$ cat config.mk
export PLATFORM = sky130hd
export DESIGN_NAME = cfg_status_unit
export DESIGN_NICKNAME = d
export VERILOG_FILES = /design/src/rtl/cfg_status_pkg.sv /design/src/rtl/sts_req_checker.sv /design/src/rtl/sts_w1c_bit.sv /design/src/rtl/sts_cfg_port.sv /design/src/rtl/cfg_status_unit.sv
export SDC_FILE = /design/constraint.sdc
export NUM_CORES = 1
export LEC_CHECK = 0
export BUFFER_PORTS_ARGS = -buffer_cell sky130_fd_sc_hd__buf_2
export CAP_MARGIN = 20
export CORE_MARGIN = 5
export CORE_UTILIZATION = 26
export CTS_CLUSTER_SIZE = 30
export DETAILED_ROUTE_END_ITERATION = 10
export PLACE_DENSITY = 0.85
export SLEW_MARGIN = 20
export SYNTH_ARGS = -nofsm -noshare
export SYNTH_HDL_FRONTEND = slang
export SYNTH_SLANG_ARGS = --single-unit
$ cat constraint.sdc
create_clock -name clk -period 2.45 [get_ports clk]
set_clock_uncertainty 0.15 [all_clocks]
set_input_delay 0.49 -clock clk [delete_from_list [all_inputs] [get_ports clk]]
set_output_delay 0.49 -clock clk [all_outputs]
set_load 0.02 [all_outputs]
$ cat src/rtl/cfg_status_pkg.sv
package cfg_status_pkg;
   localparam int unsigned STS_W       = 16;
   localparam int unsigned DW_W        = 32;
   localparam int unsigned BE_W        = DW_W / 8;
   localparam int unsigned STS_OFFSET  = 6;
   localparam int unsigned STS_LANE    = STS_OFFSET % BE_W;
   localparam int unsigned N_STICKY    = 3;
   localparam int unsigned N_EV        = 4;

   localparam logic [STS_W-1:0] FIXED_MASK  = 16'h76FF;
   localparam logic [STS_W-1:0] FIXED_VALUE = 16'h0010;

   typedef enum int unsigned {
      EV_RX_DATA   = 0,
      EV_RX_ADDR   = 1,
      EV_POIS_CPL  = 2,
      EV_POIS_FWD  = 3
   } ev_idx_e;

   typedef enum int unsigned {
      SK_MDPE = 0,
      SK_STA  = 1,
      SK_DPE  = 2
   } sticky_idx_e;

   function automatic int unsigned sticky_pos(input int unsigned idx);
      case (idx)
         0:       return 8;
         1:       return 11;
         default: return 15;
      endcase
   endfunction
endpackage

$ cat src/rtl/sts_req_checker.sv
module sts_req_checker #(
   parameter int unsigned ADDR_W   = 16,
   parameter int unsigned LEN_W    = 12,
   parameter int unsigned MEM_UNIT = 8,
   parameter int unsigned CFG_UNIT = 4
) (
   input  logic              clk,
   input  logic              rst_n,
   input  logic              vld_i,
   input  logic              is_cfg_i,
   input  logic [ADDR_W-1:0] addr_i,
   input  logic [LEN_W-1:0]  len_i,
   output logic              abort_o
);
   localparam int unsigned SUM_W = LEN_W + 1;

   if ((MEM_UNIT & (MEM_UNIT - 1)) != 0 || MEM_UNIT == 0) begin : g_bad_mem
      $error("MEM_UNIT must be a power of two");
   end
   if ((CFG_UNIT & (CFG_UNIT - 1)) != 0 || CFG_UNIT == 0) begin : g_bad_cfg
      $error("CFG_UNIT must be a power of two");
   end
   if (MEM_UNIT >= (1 << LEN_W) || CFG_UNIT >= (1 << LEN_W)) begin : g_bad_len
      $error("LEN_W too narrow for unit sizes");
   end

   logic [SUM_W-1:0] unit;
   logic [SUM_W-1:0] offs;
   logic [SUM_W-1:0] span;

   always_comb begin
      unit = is_cfg_i ? SUM_W'(CFG_UNIT) : SUM_W'(MEM_UNIT);
      offs = SUM_W'(addr_i) & (unit - 1'b1);
      span = offs + SUM_W'(len_i);
      abort_o = vld_i && (len_i != '0) &&
                ((SUM_W'(len_i) > unit) || (span > unit));
   end

   a_r4_zero_len_legal: assert property (@(posedge clk) disable iff (!rst_n)
      (len_i == '0) |-> !abort_o);
   a_r5_idle_no_abort: assert property (@(posedge clk) disable iff (!rst_n)
      !vld_i |-> !abort_o);
endmodule

$ cat src/rtl/sts_w1c_bit.sv
module sts_w1c_bit #(
   parameter int unsigned TAG = 0
) (
   input  logic clk,
   input  logic rst_n,
   input  logic set_i,
   input  logic clr_i,
   output logic q_o
);
   always_ff @(posedge clk) begin
      if (!rst_n)      q_o <= 1'b0;
      else if (set_i)  q_o <= 1'b1;
      else if (clr_i)  q_o <= 1'b0;
   end

   a_r7_set_wins: assert property (@(posedge clk) disable iff (!rst_n)
      set_i |=> q_o);
   a_r6_clear_takes: assert property (@(posedge clk) disable iff (!rst_n)
      (clr_i && !set_i) |=> !q_o);
   a_r6_hold: assert property (@(posedge clk) disable iff (!rst_n)
      (!clr_i && !set_i) |=> $stable(q_o));
endmodule

$ cat src/rtl/sts_cfg_port.sv
module sts_cfg_port #(
   parameter int unsigned CADDR_W = 12
) (
   input  logic                                  clk,
   input  logic                                  rst_n,
   input  logic                                  wr_i,
   input  logic                                  rd_i,
   input  logic [CADDR_W-1:0]                    addr_i,
   input  logic [cfg_status_pkg::BE_W-1:0]       be_i,
   input  logic [cfg_status_pkg::DW_W-1:0]       wdata_i,
   input  logic [cfg_status_pkg::STS_W-1:0]      sts_i,
   output logic [cfg_status_pkg::N_STICKY-1:0]   clr_o,
   output logic [cfg_status_pkg::DW_W-1:0]       rdata_o
);
   import cfg_status_pkg::*;

   localparam int unsigned DW_IDX = STS_OFFSET / BE_W;
   localparam int unsigned SH     = 8 * STS_LANE;

   if (CADDR_W < 3) begin : g_bad_w
      $error("CADDR_W too narrow to reach the status offset");
   end
   if (STS_LANE + STS_W / 8 > BE_W) begin : g_bad_lane
      $error("status word must not straddle a dword");
   end

   logic hit;
   assign hit = (addr_i[CADDR_W-1:2] == (CADDR_W-2)'(DW_IDX));

   for (genvar i = 0; i < N_STICKY; i++) begin : g_clr
      localparam int unsigned POS = sticky_pos(i);
      assign clr_o[i] = wr_i && hit && be_i[STS_LANE + POS/8] && wdata_i[SH + POS];
   end

   always_ff @(posedge clk) begin
      if (!rst_n)
         rdata_o <= '0;
      else if (rd_i)
         rdata_o <= hit ? (DW_W'(sts_i) << SH) : '0;
   end

   a_r9_fixed_fields: assert property (@(posedge clk) disable iff (!rst_n)
      (rd_i && hit) |=> ((rdata_o[SH +: STS_W] & FIXED_MASK) == FIXED_VALUE));
   a_r10_miss_zero: assert property (@(posedge clk) disable iff (!rst_n)
      (rd_i && !hit) |=> (rdata_o == '0));
endmodule

$ cat src/rtl/cfg_status_unit.sv
module cfg_status_unit #(
   parameter int unsigned REQ_ADDR_W = 16,
   parameter int unsigned REQ_LEN_W  = 12,
   parameter int unsigned CADDR_W    = 12,
   parameter int unsigned MEM_UNIT   = 8,
   parameter int unsigned CFG_UNIT   = 4
) (
   input  logic                   clk,
   input  logic                   rst_n,
   input  logic [3:0]             err_ev_i,
   input  logic                   perr_resp_en_i,
   input  logic                   req_vld_i,
   input  logic                   req_is_cfg_i,
   input  logic [REQ_ADDR_W-1:0]  req_addr_i,
   input  logic [REQ_LEN_W-1:0]   req_len_i,
   input  logic                   cfg_wr_i,
   input  logic                   cfg_rd_i,
   input  logic [CADDR_W-1:0]     cfg_addr_i,
   input  logic [3:0]             cfg_be_i,
   input  logic [31:0]            cfg_wdata_i,
   output logic [31:0]            cfg_rdata_o
);
   import cfg_status_pkg::*;

   logic                abort;
   logic [N_STICKY-1:0] set_v;
   logic [N_STICKY-1:0] clr_v;
   logic [N_STICKY-1:0] q_v;
   logic [STS_W-1:0]    sts;

   sts_req_checker #(
      .ADDR_W  (REQ_ADDR_W),
      .LEN_W   (REQ_LEN_W),
      .MEM_UNIT(MEM_UNIT),
      .CFG_UNIT(CFG_UNIT)
   ) chk_i (
      .clk     (clk),
      .rst_n   (rst_n),
      .vld_i   (req_vld_i),
      .is_cfg_i(req_is_cfg_i),
      .addr_i  (req_addr_i),
      .len_i   (req_len_i),
      .abort_o (abort)
   );

   always_comb begin
      set_v[SK_DPE]  = err_ev_i[EV_RX_DATA] | err_ev_i[EV_RX_ADDR];
      set_v[SK_STA]  = abort;
      set_v[SK_MDPE] = perr_resp_en_i & (err_ev_i[EV_POIS_CPL] | err_ev_i[EV_POIS_FWD]);
   end

   for (genvar i = 0; i < N_STICKY; i++) begin : g_sticky
      sts_w1c_bit #(.TAG(i)) bit_i (
         .clk  (clk),
         .rst_n(rst_n),
         .set_i(set_v[i]),
         .clr_i(clr_v[i]),
         .q_o  (q_v[i])
      );
   end

   always_comb begin
      sts = FIXED_VALUE;
      for (int i = 0; i < N_STICKY; i++) sts[sticky_pos(i)] = q_v[i];
   end

   sts_cfg_port #(.CADDR_W(CADDR_W)) port_i (
      .clk    (clk),
      .rst_n  (rst_n),
      .wr_i   (cfg_wr_i),
      .rd_i   (cfg_rd_i),
      .addr_i (cfg_addr_i),
      .be_i   (cfg_be_i),
      .wdata_i(cfg_wdata_i),
      .sts_i  (sts),
      .clr_o  (clr_v),
      .rdata_o(cfg_rdata_o)
   );

   a_r3_gated_by_enable: assert property (@(posedge clk) disable iff (!rst_n)
      !perr_resp_en_i |=> !$rose(q_v[SK_MDPE]));
   a_r2_detect_sets: assert property (@(posedge clk) disable iff (!rst_n)
      (err_ev_i[EV_RX_DATA] || err_ev_i[EV_RX_ADDR]) |=> q_v[SK_DPE]);
endmodule

==> impl_metrics.env <==
export IMPL_status="complete, no violations"
export IMPL_worstPathMaxFanout=2
export IMPL_antenna_found_initial=0
export IMPL_power_per_cell_area_nw_per_um2=344
export IMPL_rsz0062_at_grt="yes"
export IMPL_cp_start_kind="input port"
export IMPL_drive_gt1_share_pct=43.6
export IMPL_rows=20
export IMPL_cts_sinks=7
export IMPL_grt_first_pass_wirelength_um=2730
export IMPL_cts_tree="done"
export IMPL_yosys_top_cells_area="buf_4 27%, dfxtp_1 18%, ha_1 11%"
export IMPL_yosysSeqAreaShare_pct=17.7
export IMPL_cts_max_level=1
export IMPL_nFillCells=320
export IMPL_hp_start="cfg_wdata_i[24]"
export IMPL_ios=119
export IMPL_post_drt_wl_per_cell_um=10.6
export IMPL_portBuffers=43
export IMPL_die_area_sq_um=4250
export IMPL_p_leak_nw=0.572
export IMPL_grt_pass1_vias=724
export IMPL_ir_drop_v=0.0000917
export IMPL_fin_crit_sh_pct=99.2
export IMPL_hold_viol=0
export IMPL_worst_slack_ps=20.5
export IMPL_syn_area_per_cell_sq_um=8.61
export IMPL_netlist_area_leader_share_pct=26.5
export IMPL_cts_root_buffer="clkbuf_4"
export IMPL_arrival_ps=2410
export IMPL_gp_congestion=0.811
export IMPL_netlist_instances=92
export IMPL_synthToLayoutAreaGrowth_pct=40.4
export IMPL_startpoint="req_len_i[0]"
export IMPL_multi_input_area_sq_um=578
export IMPL_synth_seq_cells=7
export IMPL_die_h_um=65.2
export IMPL_nets=245
export IMPL_final_util_pct=37.4
export IMPL_antenna_left=0
export IMPL_drt_initial_drc_count=18
export IMPL_overflow=0
export IMPL_cts_buffers=3
export IMPL_crit_family="adder cells"
export IMPL_setup_violations_final=0
export IMPL_grt_max_degree=9
export IMPL_finalPower_w=0.000382
export IMPL_place_ws_ps=-294
export IMPL_cts_clk_slew_worst_paths_ps=50
export IMPL_start_util_pct=26.6
export IMPL_path_cells="buf_6 -> ha_4 -> fa_2 -> xnor2_2 -> ha_1 -> or4bb_1 -> o21ai_1 -> nand4_1 -> a32o_1"
export IMPL_path_class="input port to register"
export IMPL_drc=0
export IMPL_max_cap_viol_count=0
export IMPL_final_seq_area_sq_um=140
export IMPL_grt_use_total_pct=8.06
export IMPL_place_hpwl_um=1690
export IMPL_diodes=0
export IMPL_ys_warn_count=0
export IMPL_path_buf_inv=1
export IMPL_post_route_min_period_ps=2430
export IMPL_dr_pass1_iters=4
export IMPL_fmax_mhz=412
export IMPL_yosysUniqueCellTypes=30
export IMPL_yosys_area_top_type="buf_4"
export IMPL_vias=761
export IMPL_core_area_sq_um=2980
export IMPL_crit_path_end_kind="register"
export IMPL_r2r_start="g_sticky[2].bit_i.q_o"
export IMPL_crit_path_top_delay_cell="fa_2"
export IMPL_viasPerCell=4.18
export IMPL_wl_um=1940
export IMPL_insertion_delay_ps=240
export IMPL_slowest_delay_ps=420
export IMPL_hold_class="input port to register"
export IMPL_crit_required_ps=2430
export IMPL_clk_path_buf_depth=2
export IMPL_slew_viol_final=0
export IMPL_dieWidth_um=65.2
export IMPL_syn_area_sq_um=792
-- per-layer routing --
layer | global-route usage (%) | vias up | share of wire, %
met5 | 0 | - | 0
met4 | 3.11 | 0 | 0
met3 | 2.05 | 0 | 9.6
met2 | 15.9 | 31 | 60
met1 | 7.84 | 342 | 30
li1 | - | 388 | -
-- Yosys cell counts --
| master | number |
|---|---|
| a21boi_0 | 3 |
| a21o_1 | 2 |
| a21oi_1 | 2 |
| a31oi_1 | 2 |
| a32o_1 | 1 |
| a32oi_1 | 1 |
| and3_2 | 1 |
| buf_4 | 28 |
| conb_1 | 1 |
| dfxtp_1 | 7 |
| fa_1 | 1 |
| ha_1 | 7 |
| inv_1 | 1 |
| mux2i_1 | 1 |
| nand2_1 | 4 |
| nand2b_1 | 4 |
| nand3_1 | 4 |
| nand4_1 | 2 |
| nor2_1 | 2 |
| nor2b_1 | 5 |
| nor4_1 | 1 |
| nor4_4 | 1 |
| o21ai_0 | 2 |
| o31ai_1 | 1 |
| o32ai_1 | 1 |
| or4_1 | 2 |
| or4_4 | 1 |
| or4b_1 | 1 |
| or4bb_1 | 1 |
| xnor2_1 | 2 |
-- through the flow --
step	TNS, ps	hold WS, ps	area (sq um)	std cells
floorplan	-38.5	310	912	119
global placement	-252	316	1020	175
finish	0	275	1110	182
global route	-69.4	269	1110	182
detailed placement	-294	324	1020	175
CTS	0	265	1050	180
-- worst paths after layout --
path                            to  slack [ps]  depth (start not counted)
max reg2reg  g_sticky[2].bit_i.q_o        1560                          2
min          g_sticky[0].bit_i.q_o         270                          2
max          g_sticky[1].bit_i.q_o          20                          9
min reg2reg     port_i.rdata_o[27]         330                          2
-- sequential cells by signal, indices dropped and copies added (netlist names) --
register / cells
port_i.rdata_o: 4
g_sticky.bit_i.q_o: 3
-- cell families after synthesis --
logic type	Yosys count	share of synthesized area [%]
AOI/OAI and AO/OA	15	13.3
xor gates and xnor gates	2	2.21
adders and majority gates	8	13.6
buffers and inverters	29	27.0
DFF	7	17.7
muxes	1	1.26
other	1	0.473
and+or+nand+nor	29	24.5
-- timing repair --
| item | CTS | global route |
|---|---|---|
| cloned | 0 | 0 |
| buffers inserted | 1 | 2 |
| resized for setup | 0 | 9 |
| endpoints found under the setup margin | 1 | 1 |
| hold buffers | 0 | 0 |
| pin swaps | 2 | 11 |
-- cells in the final DEF, fill, tap and decap left out, types with 3 or more instances in the layout --
cell type   n
conb_1     28
buf_2      39
ha_1        5
buf_4      11
nand2b_1    4
a21boi_0    3
dfxtp_1     7
buf_6       4
nor2b_1     5
clkbuf_4    3
nand3_1     4
nand2_1     4
-- report_power, final --
group	switching (W)	internal, W
clock network	0.0000394	0.0000619
registers	0.00000233	0.000118
logic	0.0000858	0.0000746
-- layout make-up --
cell class | count | share of cell area, %
Clock buffer | 4 | 2.36
Inverter | 1 | 0.337
Multi-Input combinational cell | 83 | 52.0
Sequential cell | 7 | 12.6
Tap cell | 33 | 3.71
Timing Repair Buffer | 54 | 29.0
Note: power is estimated with default switching activity, not from simulation.
